## config.mk

```make
export PLATFORM = sky130hd
export DESIGN_NAME = spi_cmd_engine
export DESIGN_NICKNAME = d
export VERILOG_FILES = /design/src/rtl/spi_cmd_pkg.sv /design/src/rtl/spi_cmd_regs.sv /design/src/rtl/spi_cmd_clkdiv.sv /design/src/rtl/spi_cmd_seq.sv /design/src/rtl/spi_cmd_engine.sv
export SDC_FILE = /design/constraint.sdc
export NUM_CORES = 1
export LEC_CHECK = 0
export BUFFER_PORTS_ARGS = -buffer_cell sky130_fd_sc_hd__buf_2
export CAP_MARGIN = 20
export CORE_MARGIN = 4
export CORE_UTILIZATION = 61
export DETAILED_ROUTE_END_ITERATION = 6
export GPL_ROUTABILITY_DRIVEN = 0
export PLACE_DENSITY = 0.78
export SYNTH_ARGS = -nofsm -noshare
export SYNTH_HDL_FRONTEND = slang
export SYNTH_SLANG_ARGS = --single-unit
```

## constraint.sdc

```tcl
create_clock -name clk -period 4.25 [get_ports clk]
set_clock_uncertainty 0.2 [all_clocks]
set_input_delay 0 -clock clk [delete_from_list [all_inputs] [get_ports clk]]
set_output_delay 0 -clock clk [all_outputs]
set_load 0.02 [all_outputs]
```

## src/rtl/spi_cmd_pkg.sv

```systemverilog
package spi_cmd_pkg;

  localparam int WIN_BYTES = 8;
  localparam int DATA_BASE = 4;

  typedef struct packed {
    logic       legal;
    logic       has_addr;
    logic       has_dummy;
    logic [2:0] n_wr;
    logic [2:0] n_rd;
  } shape_t;

  function automatic shape_t decode_shape(input logic [3:0] m);
    shape_t s;
    s = '0;
    case (m)
      4'd1: s.legal = 1'b1;
      4'd2: begin s.legal = 1'b1; s.n_wr = 3'd1; end
      4'd3: begin s.legal = 1'b1; s.n_rd = 3'd2; end
      4'd4: begin s.legal = 1'b1; s.has_addr = 1'b1; end
      4'd5: begin s.legal = 1'b1; s.has_addr = 1'b1; s.n_wr = 3'd1; end
      4'd6: begin s.legal = 1'b1; s.has_addr = 1'b1; s.n_wr = 3'd4; end
      4'd7: begin
        s.legal = 1'b1; s.has_addr = 1'b1; s.has_dummy = 1'b1; s.n_rd = 3'd4;
      end
      4'd8, 4'd9, 4'd10, 4'd11: begin
        s.legal = 1'b1; s.has_addr = 1'b1; s.n_rd = 3'(m - 4'd7);
      end
      default: s = '0;
    endcase
    return s;
  endfunction

endpackage

```

## src/rtl/spi_cmd_regs.sv

```systemverilog
module spi_cmd_regs
  import spi_cmd_pkg::*;
(
  input  logic                   clk,
  input  logic                   rst_n,
  input  logic                   host_we,
  input  logic [2:0]             host_addr,
  input  logic [7:0]             host_wdata,
  output logic [7:0]             host_rdata,
  input  logic                   busy,
  input  logic                   rx_we,
  input  logic [1:0]             rx_idx,
  input  logic [7:0]             rx_byte,
  output logic                   start,
  output logic [8*WIN_BYTES-1:0] regs_flat
);

  logic [7:0] win [WIN_BYTES];
  logic       accept;

  assign accept = host_we && !busy;
  assign start  = accept && (host_addr == 3'd1) && decode_shape(host_wdata[7:4]).legal;

  always_ff @(posedge clk) begin
    if (!rst_n) begin
      for (int k = 0; k < WIN_BYTES; k++) win[k] <= 8'h00;
    end else if (accept) begin
      win[host_addr] <= host_wdata;
    end else if (rx_we) begin
      win[DATA_BASE + int'(rx_idx)] <= rx_byte;
    end
  end

  assign host_rdata = win[host_addr];

  for (genvar g = 0; g < WIN_BYTES; g++) begin : g_flat
    assign regs_flat[8*g +: 8] = win[g];
  end

  // header registers are frozen against host writes during a transaction
  a_r5_busy_write_dropped: assert property (@(posedge clk) disable iff (!rst_n)
    (busy && host_we) |=> $stable(regs_flat[31:0]));

  // an illegal mode nibble never raises busy
  a_r4_illegal_no_start: assert property (@(posedge clk) disable iff (!rst_n)
    (host_we && !busy && host_addr == 3'd1 && !decode_shape(host_wdata[7:4]).legal)
      |=> !busy);

endmodule

```

## src/rtl/spi_cmd_clkdiv.sv

```systemverilog
module spi_cmd_clkdiv #(
  parameter int DIV = 4
) (
  input  logic clk,
  input  logic rst_n,
  input  logic en,
  output logic tick
);

  localparam int CW = (DIV > 1) ? $clog2(DIV) : 1;
  localparam logic [CW-1:0] LAST = CW'(DIV - 1);

  logic [CW-1:0] cnt;

  always_ff @(posedge clk) begin
    if (!rst_n || !en) cnt <= '0;
    else if (cnt == LAST) cnt <= '0;
    else cnt <= cnt + 1'b1;
  end

  assign tick = en && (cnt == LAST);

endmodule

```

## src/rtl/spi_cmd_seq.sv

```systemverilog
module spi_cmd_seq
  import spi_cmd_pkg::*;
(
  input  logic                   clk,
  input  logic                   rst_n,
  input  logic                   start,
  input  logic [3:0]             start_mode,
  input  logic                   tick,
  input  logic [8*WIN_BYTES-1:0] regs_flat,
  input  logic                   spi_miso,
  output logic                   busy,
  output logic                   spi_cs_n,
  output logic                   spi_sck,
  output logic                   spi_mosi,
  output logic                   rx_we,
  output logic [1:0]             rx_idx,
  output logic [7:0]             rx_byte
);

  shape_t     shp;
  logic [3:0] byte_idx, nidx, base, total, rd_from, woff;
  logic [2:0] bit_cnt;
  logic [7:0] tx_sh, rx_sh, nxt_byte;
  logic       last_bit, is_rd;

  assign nidx    = byte_idx + 4'd1;
  assign base    = 4'd1 + (shp.has_addr ? 4'd3 : 4'd0) + {3'b000, shp.has_dummy};
  assign rd_from = base + {1'b0, shp.n_wr};
  assign total   = rd_from + {1'b0, shp.n_rd};
  assign woff    = nidx - base;
  assign is_rd   = (byte_idx >= rd_from);

  always_comb begin
    nxt_byte = 8'h00;
    if (shp.has_addr && nidx <= 4'd3) begin
      case (nidx[1:0])
        2'd1:    nxt_byte = {4'h0, regs_flat[11:8]};
        2'd2:    nxt_byte = regs_flat[23:16];
        default: nxt_byte = regs_flat[31:24];
      endcase
    end else if (nidx >= base && woff < {1'b0, shp.n_wr}) begin
      nxt_byte = regs_flat[8*(DATA_BASE + int'(woff[1:0])) +: 8];
    end
  end

  assign last_bit = busy && tick && spi_sck && (bit_cnt == 3'd7);
  assign rx_we    = last_bit && is_rd;
  assign rx_idx   = 2'(byte_idx - rd_from);
  assign rx_byte  = rx_sh;

  always_ff @(posedge clk) begin
    if (!rst_n) begin
      busy     <= 1'b0;
      spi_cs_n <= 1'b1;
      spi_sck  <= 1'b0;
      shp      <= '0;
      byte_idx <= '0;
      bit_cnt  <= '0;
      tx_sh    <= '0;
      rx_sh    <= '0;
    end else if (start) begin
      busy     <= 1'b1;
      spi_cs_n <= 1'b0;
      spi_sck  <= 1'b0;
      shp      <= decode_shape(start_mode);
      byte_idx <= '0;
      bit_cnt  <= '0;
      tx_sh    <= regs_flat[7:0];
    end else if (busy && tick) begin
      if (!spi_sck) begin
        spi_sck <= 1'b1;
        rx_sh   <= {rx_sh[6:0], spi_miso};
      end else begin
        spi_sck <= 1'b0;
        if (bit_cnt == 3'd7) begin
          if (nidx == total) begin
            busy     <= 1'b0;
            spi_cs_n <= 1'b1;
          end else begin
            byte_idx <= nidx;
            tx_sh    <= nxt_byte;
            bit_cnt  <= '0;
          end
        end else begin
          tx_sh   <= {tx_sh[6:0], 1'b0};
          bit_cnt <= bit_cnt + 3'd1;
        end
      end
    end
  end

  assign spi_mosi = spi_cs_n ? 1'b0 : tx_sh[7];

  // clock parks low outside a transaction
  a_r6_sck_idle_low: assert property (@(posedge clk) disable iff (!rst_n)
    spi_cs_n |-> !spi_sck);

  // data is held steady across the high phase of the serial clock
  a_r6_mosi_stable_high: assert property (@(posedge clk) disable iff (!rst_n)
    (spi_sck && $past(spi_sck)) |-> $stable(spi_mosi));

  // chip select tracks the busy flag exactly
  a_r11_cs_matches_busy: assert property (@(posedge clk) disable iff (!rst_n)
    busy == !spi_cs_n);

  // a start selects the device on the next clock
  a_r3_start_selects: assert property (@(posedge clk) disable iff (!rst_n)
    start |=> (!spi_cs_n && busy));

endmodule

```

## src/rtl/spi_cmd_engine.sv

```systemverilog
module spi_cmd_engine
  import spi_cmd_pkg::*;
#(
  parameter int CLK_DIV = 4
) (
  input  logic       clk,
  input  logic       rst_n,
  input  logic       host_we,
  input  logic [2:0] host_addr,
  input  logic [7:0] host_wdata,
  output logic [7:0] host_rdata,
  output logic       busy,
  output logic       spi_cs_n,
  output logic       spi_sck,
  output logic       spi_mosi,
  input  logic       spi_miso
);

  logic                   start, tick, rx_we;
  logic [1:0]             rx_idx;
  logic [7:0]             rx_byte;
  logic [8*WIN_BYTES-1:0] regs_flat;

  spi_cmd_regs u_regs (
    .clk(clk), .rst_n(rst_n), .host_we(host_we), .host_addr(host_addr),
    .host_wdata(host_wdata), .host_rdata(host_rdata), .busy(busy),
    .rx_we(rx_we), .rx_idx(rx_idx), .rx_byte(rx_byte),
    .start(start), .regs_flat(regs_flat)
  );

  spi_cmd_clkdiv #(.DIV(CLK_DIV)) u_div (
    .clk(clk), .rst_n(rst_n), .en(busy), .tick(tick)
  );

  spi_cmd_seq u_seq (
    .clk(clk), .rst_n(rst_n), .start(start), .start_mode(host_wdata[7:4]),
    .tick(tick), .regs_flat(regs_flat), .spi_miso(spi_miso), .busy(busy),
    .spi_cs_n(spi_cs_n), .spi_sck(spi_sck), .spi_mosi(spi_mosi),
    .rx_we(rx_we), .rx_idx(rx_idx), .rx_byte(rx_byte)
  );

endmodule

```

==> results.tsv, run 1 <==
stage	metric	value	unit
synth	syn-cell-area	5650	sq um
clock_tree	cts_max_level	3	
floorplanning	io_pins	27	
clock_tree	root_buffer	clkbuf_8	
flow_run	drv_cap	0	
floorplanning	die_h	104	um
synth	ys_seq_area_frac	0.464	
hold_path	hold_depth	3	
clock_tree	cts_buffers	9	
grt	grt_usage	0.265	
worst_setup_path	r2r_cells	14	
clock_tree	clock_latency	370	ps
grt	grt_max_degree	33	
floorplanning	dieWidth	104	um
sta	max_freq	251	MHz
route	post-route-drc-count	0	
worst_setup_path	cp-start-kind	flop	
sta	rsz0062_at_grt	false	
synth	async_flop_share	0	
grt	antenna_found_initial	0	
sta	relSlewSlack	0.501	
power	internal_power	1370	uW
cells_and_area	final_nets	599	
floorplanning	die_area	10900	sq um
placement	pre_cts_slack	323	ps
route	avgViaCountPerCell	6.45	
worst_setup_path	path_buf_inv	4	
worst_setup_path	cp.depth	14	
clock_tree	cts.path.max_buffers	2	
sta	hold-worst-slack	51.3	ps
floorplanning	num_rows	34	
cells_and_area	area_growth	10.3	%
worst_setup_path	criticalPathCategory	reg -> reg	
worst_setup_path	crit_path_end_kind	flop	
grt	first_global_vias	4112	
worst_setup_path	worstPathMaxFanout	16	
worst_setup_path	path_cells	inv_1 > ha_1 > inv_1 > ha_1 > ha_1 > xor2_1 > inv_1 > ha_1 > a21boi_1 > o21ai_1 > a21oi_2 > buf_4 > or4b_1 > nand2_1	
power	netSwitchingFraction	0.268	
sta	period_share	0.936	
route	drt_iter0_drc	504	
power	p_sw	500	uW
worst_setup_path	critical_path.max_stage_delay	660	ps
synth	synth-edff-count	64	
cells_and_area	drive_above_1_share	0.182	
power	vdd_drop_max	0.285	mV
route	wl	14.0	mm
sta	setup_viol_count_final	0	
cells_and_area	diodes	0	
sta	min_period	3980	ps
run_status	outcome	completed	
synth	synth_nets	562	
synth	syn_inst	517	
power	p_leak	0.00224	uW
floorplanning	core	8850	sq um
placement	portBuffers	26	
route	vias	4299	
worst_setup_path	required	4090	ps
sta	final.setup.tns	0	ps
worst_setup_path	path_delay_family	simple AND/OR/NAND/NOR gates	
synth	ys_seq_elements	99	
worst_setup_path	critPathSlowestCell	or4b_1	
sta	timing.final.ws_setup	272	ps
clock_tree	clkSinkCount	99	
worst_setup_path	path_common_cell	ha_1	
sta	worstMarginPinSlew	748	ps
worst_setup_path	timing.critical_path.arrival	3820	ps
hold_path	hold_path_class	in -> reg	
sta	slew_viol_final	0	
synth	ys_warn_count	0	
floorplanning	start_util	0.638	
grt	grt-ovfl-total	0	
synth	synth_area_per_cell	10.9	sq um
power	comb_power_share	0.099	
synth	synth-main-ff-cell	edfxtp_1	
placement	hpwlAfterDp	10.1	mm
route	dr.pass1.iters	5	
power	pwr-share-seq	0.576	
route	ant_nets	0	
power	power.share.clock	0.325	
route	wl_per_cell	21.0	um
clock_tree	cts.reportedPaths.clkPinSlew	110	ps
power	powerDensity	300	nW/um^2
clock_tree	cts_tree	yes	
synth	ys_types	60	
clock_tree	cts_setup_buffers	0	
sta	hold_viol_final	0	
grt	grt_pass1_wl	22.3	mm
worst reg2reg max path: cells and delay by family, from the launching register on:
| family | cells | cell delay [ps] |
|---|---|---|
| flops | 1 | 500 |
| buf+inv | 4 | 470 |
| simple gates | 2 | 1010 |
| compound gates | 3 | 330 |
| fa+ha+maj | 4 | 950 |
| xor+xnor | 1 | 190 |
what timing repair did:
action,in CTS,in global routing
setup endpoints to repair,0,0
endpoints found under the hold margin,37,0
hold buffers,11,0
resized for setup,0,0
registers in the layout, summed over array words and instances, names as in the netlist:
signal          count
u_div.cnt           2
u_regs.win         64
u_seq.bit_cnt       3
u_seq.busy          1
u_seq.byte_idx      4
u_seq.rx_byte       8
u_seq.shp           7
u_seq.spi_cs_n      1
u_seq.spi_sck       1
u_seq.tx_sh         8
power groups by stage:
stage | registers (uW) | logic (uW) | clock network, uW
after floorplan | 1080 | 118 | 0
after global placement | 1090 | 171 | 0
after detailed placement | 1100 | 175 | 0
after CTS | 1070 | 182 | 606
after global routing | 1080 | 197 | 653
final | 1080 | 184 | 607
final timing paths:
path | startpoint | slack (ps) | end
min | rst_n | 50 | u_seq.spi_cs_n$_SDFFE_PN1P_
max reg2reg | u_seq.shp[7]$_SDFFE_PN0P_ | 270 | u_regs.win[3][3]$_SDFFCE_PN0P_
min reg2reg | u_div.cnt[0]$_SDFF_PP0_ | 230 | u_div.cnt[0]$_SDFF_PP0_
max | u_seq.shp[7]$_SDFFE_PN0P_ | 270 | u_regs.win[3][3]$_SDFFCE_PN0P_
per-stage QoR:
step	cells	total power, uW	area, sq um	util
3_5_place_dp	640	1270	5910	0.668
2_1_floorplan	517	1200	5650	-
5_1_grt	667	1930	6230	0.704
3_3_place_gp	640	1260	5910	0.668
6_report	667	1870	6230	0.704
4_1_cts	667	1860	6230	0.704
cell usage after synthesis (5+ instances only):
library cell	instances	area, sq um
ha_1	27	338
mux2_2	8	90.1
clkbuf_1	18	67.6
a31oi_1	11	68.8
mux2i_1	11	110
o31ai_1	7	52.6
a21boi_0	8	60.1
nor3_1	6	30.0
mux4_2	24	541
nand2b_1	9	56.3
nand3_1	6	30.0
inv_1	25	93.8
a21oi_1	18	90.1
edfxtp_1	64	1920
o2111ai_1	7	61.3
buf_2	7	35.0
a21boi_1	5	37.5
dfxtp_1	35	701
o21ai_0	8	40.0
nor2b_1	13	81.3
nand2_1	43	161
xnor2_1	8	70.1
nor2_1	86	323
logic make-up after synthesis:
family,count (synthesis),share of synthesized area
compound gates,93,0.115
xor+xnor,13,0.0255
fa+ha+maj,30,0.0705
buf+inv,53,0.0388
flops,99,0.464
mux,43,0.131
simple gates,186,0.155
layout by cell type, fill, tap and decap left out, types with 4 or more instances in the layout:
cell / netlist / layout
dlygate4sd3_1: 0 / 11
dfxtp_1: 35 / 35
a31oi_1: 11 / 11
o21ai_0: 8 / 8
a21boi_1: 5 / 5
nor2_1: 86 / 86
clkbuf_8: 0 / 9
mux4_2: 24 / 24
a22oi_1: 4 / 4
nor2b_1: 13 / 13
mux2_2: 8 / 8
buf_4: 3 / 17
nand2b_1: 9 / 9
o31ai_1: 7 / 7
xnor2_1: 8 / 8
nand2_1: 43 / 43
buf_2: 7 / 26
nor3b_1: 4 / 4
edfxtp_1: 64 / 64
o2111ai_1: 7 / 7
nand3_1: 6 / 6
inv_1: 25 / 25
a21oi_1: 18 / 18
mux2i_1: 11 / 11
a21boi_0: 8 / 8
nor3_1: 6 / 6
ha_1: 27 / 27
layout make-up:
type | instances | area, sq um
repair buffers | 54 | 368
clock buffers | 9 | 124
fillers | 631 | 2620
well taps | 108 | 135
inverters | 25 | 93.8
multi-input cells | 365 | 2810
clock inverters | 7 | 81.3
flip-flops and latches | 99 | 2620
metal layers:
metal,vias up,wire (um),global-route usage
met5,-,0,0
met1,2057,5600,0.375
met3,42,1410,0.0466
met4,0,498,0.101
met2,248,6480,0.411
li1,1952,-,-
Note: power is estimated with default switching activity, not from simulation.
==> run 2: changes to the inputs <==
--- a/config.mk
+++ b/config.mk
@@ -7,6 +7,7 @@
 export LEC_CHECK = 0
 export BUFFER_PORTS_ARGS = -buffer_cell sky130_fd_sc_hd__buf_2
 export CAP_MARGIN = 20
+export CORE_ASPECT_RATIO = 0.5
 export CORE_MARGIN = 4
 export CORE_UTILIZATION = 61
 export DETAILED_ROUTE_END_ITERATION = 6
==> constraint.sdc (replaced) <==
create_clock -name clk -period 3.9 [get_ports clk]
set_clock_uncertainty 0.2 [all_clocks]
set_input_delay 0 -clock clk [delete_from_list [all_inputs] [get_ports clk]]
set_output_delay 0 -clock clk [all_outputs]
set_load 0.02 [all_outputs]
==> run 2 against run 1 <==
Against the previous run: power grew 21%; via count grew 2.5%; clock power grew 46%; sequential power grew 8%; combinational power grew 12%; largest cell class unchanged; largest power group unchanged.
==> results.tsv, run 2 (same netlist as run 1, synthesis figures left out) <==
stage	metric	value	unit
run_status	outcome	completed	
floorplanning	die_area	11000	sq um
worst_setup_path	timing.rr.start	u_seq.shp[6]$_SDFFE_PN0P_	
sta	min_period	3710	ps
grt	grt_pass1_wl	23.0	mm
sta	timing.final.ws_setup	186	ps
power	power.share.clock	0.391	
floorplanning	io_pins	27	
worst_setup_path	crit_end	u_regs.win[0][6]$_SDFFCE_PN0P_	
worst_setup_path	path_delay_family	adder cells	
sta	hold_viol_final	0	
grt	use_met1	0.405	
floorplanning	num_rows	24	
grt	use_met2	0.402	
power	vdd_drop_max	0.242	mV
floorplanning	dieWidth	144	um
hold_path	hold_path_class	reg -> reg	
power	powerDensity	355	nW/um^2
clock_tree	cts_buffers	9	
clock_tree	cts_tree	yes	
grt	first_global_vias	4171	
sta	max_freq	269	MHz
floorplanning	die_h	76.0	um
worst_setup_path	rrSetupSlack	190	ps
route	wl_per_cell	21.8	um
worst_setup_path	critPathSlowestCell	or4b_1	
grt	grt-busiest-layer	met1	
worst_setup_path	path_buf_inv	4	
worst_setup_path	path_common_cell	ha_1	
cells_and_area	largest_register	u_regs.win	
floorplanning	start_util	0.637	
clock_tree	cts.path.max_buffers	2	
sta	rsz0062_at_grt	false	
floorplanning	core	8860	sq um
clock_tree	clkSinkCount	99	
placement	pre_cts_slack	206	ps
route	dr.pass1.iters	6	
worst_setup_path	cp.depth	14	
power	p_leak	0.00232	uW
route	post-route-drc-count	0	
clock_tree	cts_setup_buffers	0	
power	netSwitchingFraction	0.255	
worst_setup_path	timing.critical_path.arrival	3530	ps
worst_setup_path	required	3720	ps
clock_tree	cts_max_level	3	
route	vias	4408	
power	p_sw	577	uW
power	comb_power_share	0.091	
cells_and_area	postLayoutCellArea	6390	sq um
sta	slew_viol_final	0	
clock_tree	root_buffer	clkbuf_16	
worst_setup_path	criticalPathCategory	reg -> reg	
route	drt_iter0_drc	650	
grt	use_met3	0.102	
cells_and_area	drive_above_1_share	0.189	
route	avgViaCountPerCell	6.45	
worst_setup_path	crit_path_end_kind	flop	
worst_setup_path	worstPathMaxFanout	16	
sta	worstMarginPinSlew	742	ps
worst_setup_path	path_cells	inv_1 > ha_1 > inv_1 > ha_1 > ha_1 > xor2_1 > inv_1 > ha_1 > a21boi_1 > o21ai_1 > a21oi_2 > buf_4 > or4b_1 > nand2_1	
route	ant_nets	0	
power	internal_power	1690	uW
worst_setup_path	r2r-end	u_regs.win[0][6]$_SDFFCE_PN0P_	
cells_and_area	largest_reg_flops	64	
sta	setup_viol_count_final	0	
flow_run	drv_cap	0	
worst_setup_path	startpoint	u_seq.shp[6]$_SDFFE_PN0P_	
worst_setup_path	r2r_cells	14	
clock_tree	cts.reportedPaths.clkPinSlew	70	ps
cells_and_area	final_cell_mix	nor2_1, edfxtp_1, nand2_1	
worst_setup_path	critical_path.max_stage_delay	500	ps
cells_and_area	layout_commonest_cell	nor2_1	
sta	relSlewSlack	0.505	
sta	period_share	0.952	
worst_setup_path	cp-start-kind	flop	
placement	hpwlAfterDp	10.4	mm
route	wl	14.9	mm
cells_and_area	area_growth	13.1	%
cells_and_area	final_nets	606	
power	pwr-share-seq	0.518	
sta	final.setup.tns	0	ps
grt	grt-ovfl-total	0	
clock_tree	clock_latency	360	ps
placement	portBuffers	26	
cells_and_area	diodes	0	
grt	grt_usage	0.281	
grt	grt_max_degree	41	
sta	hold-worst-slack	225	ps
placement	post_dp_cell_area	5960	sq um
grt	antenna_found_initial	0	
run 2: cell count changes in the layout (fill, tap and decap cells not counted), sizes merged:
cell | before | now
buf | 43 | 48
clkbuf | 9 | 10
clkinv | 5 | 1
dlygate4sd3 | 11 | 13
inv | 27 | 30
run 2: repair_timing:
| item | 4_1_cts | 5_1_grt |
|---|---|---|
| endpoints found under the hold margin | 38 | 0 |
| hold buffers | 13 | 0 |
| setup endpoints to repair | 0 | 8 |
| gates resized for setup | 0 | 1 |
run 2: worst min-delay path by stage:
stage | start | to | slack (ps) | cells past startpoint
after floorplan | spi_miso | u_seq.rx_byte[0]$_SDFFE_PN0P_ | -60 | 2
after global placement | spi_miso | u_seq.rx_byte[0]$_SDFFE_PN0P_ | 50 | 3
after detailed placement | spi_miso | u_seq.rx_byte[0]$_SDFFE_PN0P_ | 80 | 3
after CTS | u_div.cnt[0]$_SDFF_PP0_ | u_div.cnt[0]$_SDFF_PP0_ | 230 | 1
after global routing | u_div.cnt[0]$_SDFF_PP0_ | u_div.cnt[0]$_SDFF_PP0_ | 240 | 1
final | u_div.cnt[0]$_SDFF_PP0_ | u_div.cnt[0]$_SDFF_PP0_ | 220 | 1
run 2: layout make-up:
| class | instances | area, sq um |
|---|---|---|
| Tap cell | 117 | 146 |
| Fill cell | 604 | 2470 |
| Clock buffer | 10 | 229 |
| Clock inverter | 6 | 62.6 |
| Multi-Input combinational cell | 365 | 2810 |
| Sequential cell | 99 | 2620 |
| Inverter | 25 | 93.8 |
| Timing Repair Buffer | 61 | 425 |
run 2: through the flow:
step           cells  utilization  power, uW
6_report         683        0.721       2270
5_1_grt          683        0.721       2330
4_1_cts          683        0.721       2270
3_5_place_dp     654        0.673       1390
3_3_place_gp     654        0.673       1380
2_1_floorplan    517            -       1310
run 2: routing by layer:
| layer | vias up | wire (um) |
|---|---|---|
| met5 | - | 0 |
| met4 | 0 | 452 |
| met3 | 56 | 1950 |
| met2 | 257 | 6480 |
| met1 | 2119 | 5990 |
| li1 | 1976 | - |
run 2: power groups by stage:
stage,logic (uW),clock network [uW],registers (uW)
floorplan,128,0,1180
global route,220,938,1170
detailed placement,194,0,1190
CTS,204,894,1170
global placement,190,0,1190
finish,206,885,1170
==> run 3: changes to the inputs <==
--- a/config.mk
+++ b/config.mk
@@ -5,14 +5,17 @@
 export SDC_FILE = /design/constraint.sdc
 export NUM_CORES = 1
 export LEC_CHECK = 0
+export ABC_AREA = 1
 export BUFFER_PORTS_ARGS = -buffer_cell sky130_fd_sc_hd__buf_2
 export CAP_MARGIN = 20
+export CELL_PAD_IN_SITES_DETAIL_PLACEMENT = 1
+export CELL_PAD_IN_SITES_GLOBAL_PLACEMENT = 1
 export CORE_ASPECT_RATIO = 0.5
 export CORE_MARGIN = 4
-export CORE_UTILIZATION = 61
+export CORE_UTILIZATION = 47
 export DETAILED_ROUTE_END_ITERATION = 6
 export GPL_ROUTABILITY_DRIVEN = 0
-export PLACE_DENSITY = 0.78
+export PLACE_DENSITY = 0.8
 export SYNTH_ARGS = -nofsm -noshare
 export SYNTH_HDL_FRONTEND = slang
 export SYNTH_SLANG_ARGS = --single-unit
==> run 3 against run 2 <==
Against the previous run: critical path type unchanged; cell area increased by 5.2%; hold slack got worse by 27 ps; critical endpoint is now u_regs.win[2][5]$_SDFFCE_PN0P_; combinational power up 13%; synthesized cell count up 46%; largest cell class unchanged.
==> results.tsv, run 3 <==
stage	metric	value	unit
grt	antenna_found_initial	0	
worst_setup_path	r2r_cells	15	
sta	relSlewSlack	0.575	
floorplanning	start_util	0.492	
sta	setup_viol_count_final	0	
floorplanning	die_h	87.6	um
sta	rsz0062_at_grt	false	
cells_and_area	multiInputGateArea	2870	sq um
worst_setup_path	startpoint	u_seq.shp[7]$_SDFFE_PN0P_	
route	wl	18.7	mm
clock_tree	cts_tree	yes	
floorplanning	num_rows	28	
synth	ys_seq_area_frac	0.441	
floorplanning	core	12100	sq um
synth	synth_top_area_cell	edfxtp_1	
worst_setup_path	worstPathMaxFanout	9	
clock_tree	cts.path.max_buffers	2	
worst_setup_path	required	3720	ps
placement	hpwlAfterDp	13.7	mm
hold_path	hold_path_class	in -> reg	
sta	hold_viol_final	0	
placement	portBuffers	26	
synth	synth_nets	802	
floorplanning	dieWidth	167	um
power	power.total	2230	uW
synth	ys_seq_elements	99	
route	avgViaCountPerCell	5.53	
clock_tree	clkSinkCount	99	
route	post-route-drc-count	0	
clock_tree	cts.reportedPaths.clkPinSlew	70	ps
placement	pre_cts_slack	242	ps
synth	synth_top_cell_area_share	0.323	
sta	max_freq	273	MHz
worst_setup_path	criticalPathCategory	reg -> reg	
cells_and_area	seqCellArea	2620	sq um
synth	syn_inst	757	
worst_setup_path	timing.rr.start	u_seq.shp[7]$_SDFFE_PN0P_	
cells_and_area	diodes	0	
synth	syn-cell-area	5950	sq um
clock_tree	cts_buffers	9	
cells_and_area	fillers	1498	
grt	grt-ovfl-total	0	
synth	synth_area_per_cell	7.86	sq um
cells_and_area	largest_register	u_regs.win	
placement	dp_cells	938	
floorplanning	die_area	14600	sq um
synth	ys_warn_count	0	
route	ant_nets	0	
cells_and_area	layout_commonest_cell	nor2_1	
power	powerDensity	332	nW/um^2
flow_run	drv_cap	0	
sta	period_share	0.938	
cells_and_area	final_cells	968	
hold_path	hold_start	host_we	
cells_and_area	drive_above_1_share	0.125	
sta	final.setup.tns	0	ps
sta	slew_viol_final	0	
route	drt_iter0_drc	461	
sta	timing.final.ws_setup	242	ps
worst_setup_path	timing.critical_path.arrival	3470	ps
floorplanning	io_pins	27	
route	dr.pass1.iters	5	
power	p_leak	0.00314	uW
cells_and_area	largest_reg_flops	64	
synth	synth-main-ff-cell	edfxtp_1	
sta	worstMarginPinSlew	635	ps
grt	grt_usage	0.266	
grt	first_global_vias	5516	
grt	grt_pass1_wl	29.9	mm
route	wl_per_cell	19.3	um
cells_and_area	final_nets	843	
cells_and_area	final_cell_mix	nor2_1, nand2_1, inv_1	
grt	grt_max_degree	36	
worst_setup_path	crit_path_end_kind	flop	
run_status	outcome	completed	
clock_tree	root_buffer	clkbuf_16	
worst_setup_path	rrSetupSlack	240	ps
synth	ys_types	39	
synth	synthTopCellsByCount	nand2_1, nor2_1, inv_1, o21ai_0, edfxtp_1	
synth	synth-edff-count	64	
clock_tree	cts_max_level	3	
route	vias	5355	
hold_path	hold_end	u_regs.win[4][4]$_SDFFCE_PN0P_	
worst_setup_path	cp-start-kind	flop	
synth	netlist_top_cells_area	edfxtp_1, dfxtp_1, nand2_1	
sta	min_period	3660	ps
worst_setup_path	r2r-end	u_regs.win[2][5]$_SDFFCE_PN0P_	
clock_tree	clock_latency	350	ps
cells_and_area	area_growth	12.9	%
hold_path	hold_depth	5	
power	vdd_drop_max	0.214	mV
synth	async_flop_share	0	
==> run 3: cell types whose count changed after synthesis, moves of 13 or more <==
cell	before	now
mux4_2	24	0
o21ai_0	8	67
nand3_1	6	34
nand2_1	43	135
inv_1	25	96
nor2_1	86	135
a21oi_1	18	42
nor2b_1	13	0
==> run 3: final cells by class <==
cell class | instances | area share
Sequential cell | 99 | 0.390
Clock buffer | 9 | 0.0335
Timing Repair Buffer | 52 | 0.0536
Multi-Input combinational cell | 533 | 0.427
Clock inverter | 7 | 0.00744
Tap cell | 165 | 0.0307
Inverter | 103 | 0.0575
==> run 3: how the worst max path moves through the flow <==
stage | endpoint | cells after the start
2_1_floorplan | u_regs.win[3][0]$_SDFFCE_PN0P_ | 14
3_3_place_gp | u_regs.win[7][4]$_SDFFCE_PN0P_ | 15
3_5_place_dp | u_regs.win[3][6]$_SDFFCE_PN0P_ | 15
4_1_cts | u_regs.win[3][6]$_SDFFCE_PN0P_ | 15
5_1_grt | u_regs.win[2][5]$_SDFFCE_PN0P_ | 15
6_report | u_regs.win[2][5]$_SDFFCE_PN0P_ | 15
==> run 3: worst max-delay path, stage by stage (launching register included) <==
cell	delay, ps
dfxtp_1	390
inv_1	130
ha_1	300
inv_1	60
ha_1	200
ha_1	190
xnor2_1	140
ha_1	310
nand2_1	50
o211ai_1	290
nand2_4	160
o21ai_4	200
inv_2	80
nor2_8	190
nand2_4	120
nand2_1	310
==> run 3: metal layers <==
metal	track usage	vias to the layer above	wire [um]
met1	0.360	2581	8620
li1	-	2580	-
met2	0.446	158	8590
met4	0.0692	2	366
met5	0.0217	-	42
met3	0.0537	34	1080
==> run 3: timing repair <==
| action | in CTS | in global routing |
|---|---|---|
| hold buffers | 14 | 0 |
| buffers inserted | 0 | 0 |
| endpoints found under the hold margin | 47 | 0 |
| endpoints found under the setup margin | 0 | 32 |
| gates resized for setup | 0 | 5 |
==> run 3: cell families after synthesis <==
family | share of synthesized area
mux | 0.0109
xor+xnor | 0.00147
compound gates | 0.147
buf+inv | 0.0805
simple gates | 0.253
flops | 0.441
fa+ha+maj | 0.0668
==> run 3: through the flow <==
step / util / instance area [sq um] / hold slack, ps
final: 0.556 / 6720 / 198
after CTS: 0.554 / 6700 / 210
after global routing: 0.556 / 6720 / 206
after detailed placement: 0.520 / 6290 / 57.1
after floorplan: - / 5950 / -96.2
after global placement: 0.520 / 6290 / 28.7
==> run 3: where the power goes <==
| group | internal [uW] | switching (uW) | total, uW |
|---|---|---|---|
| Clock | 436 | 409 | 846 |
| Sequential | 1140 | 15.0 | 1150 |
| Combinational | 68.6 | 164 | 233 |
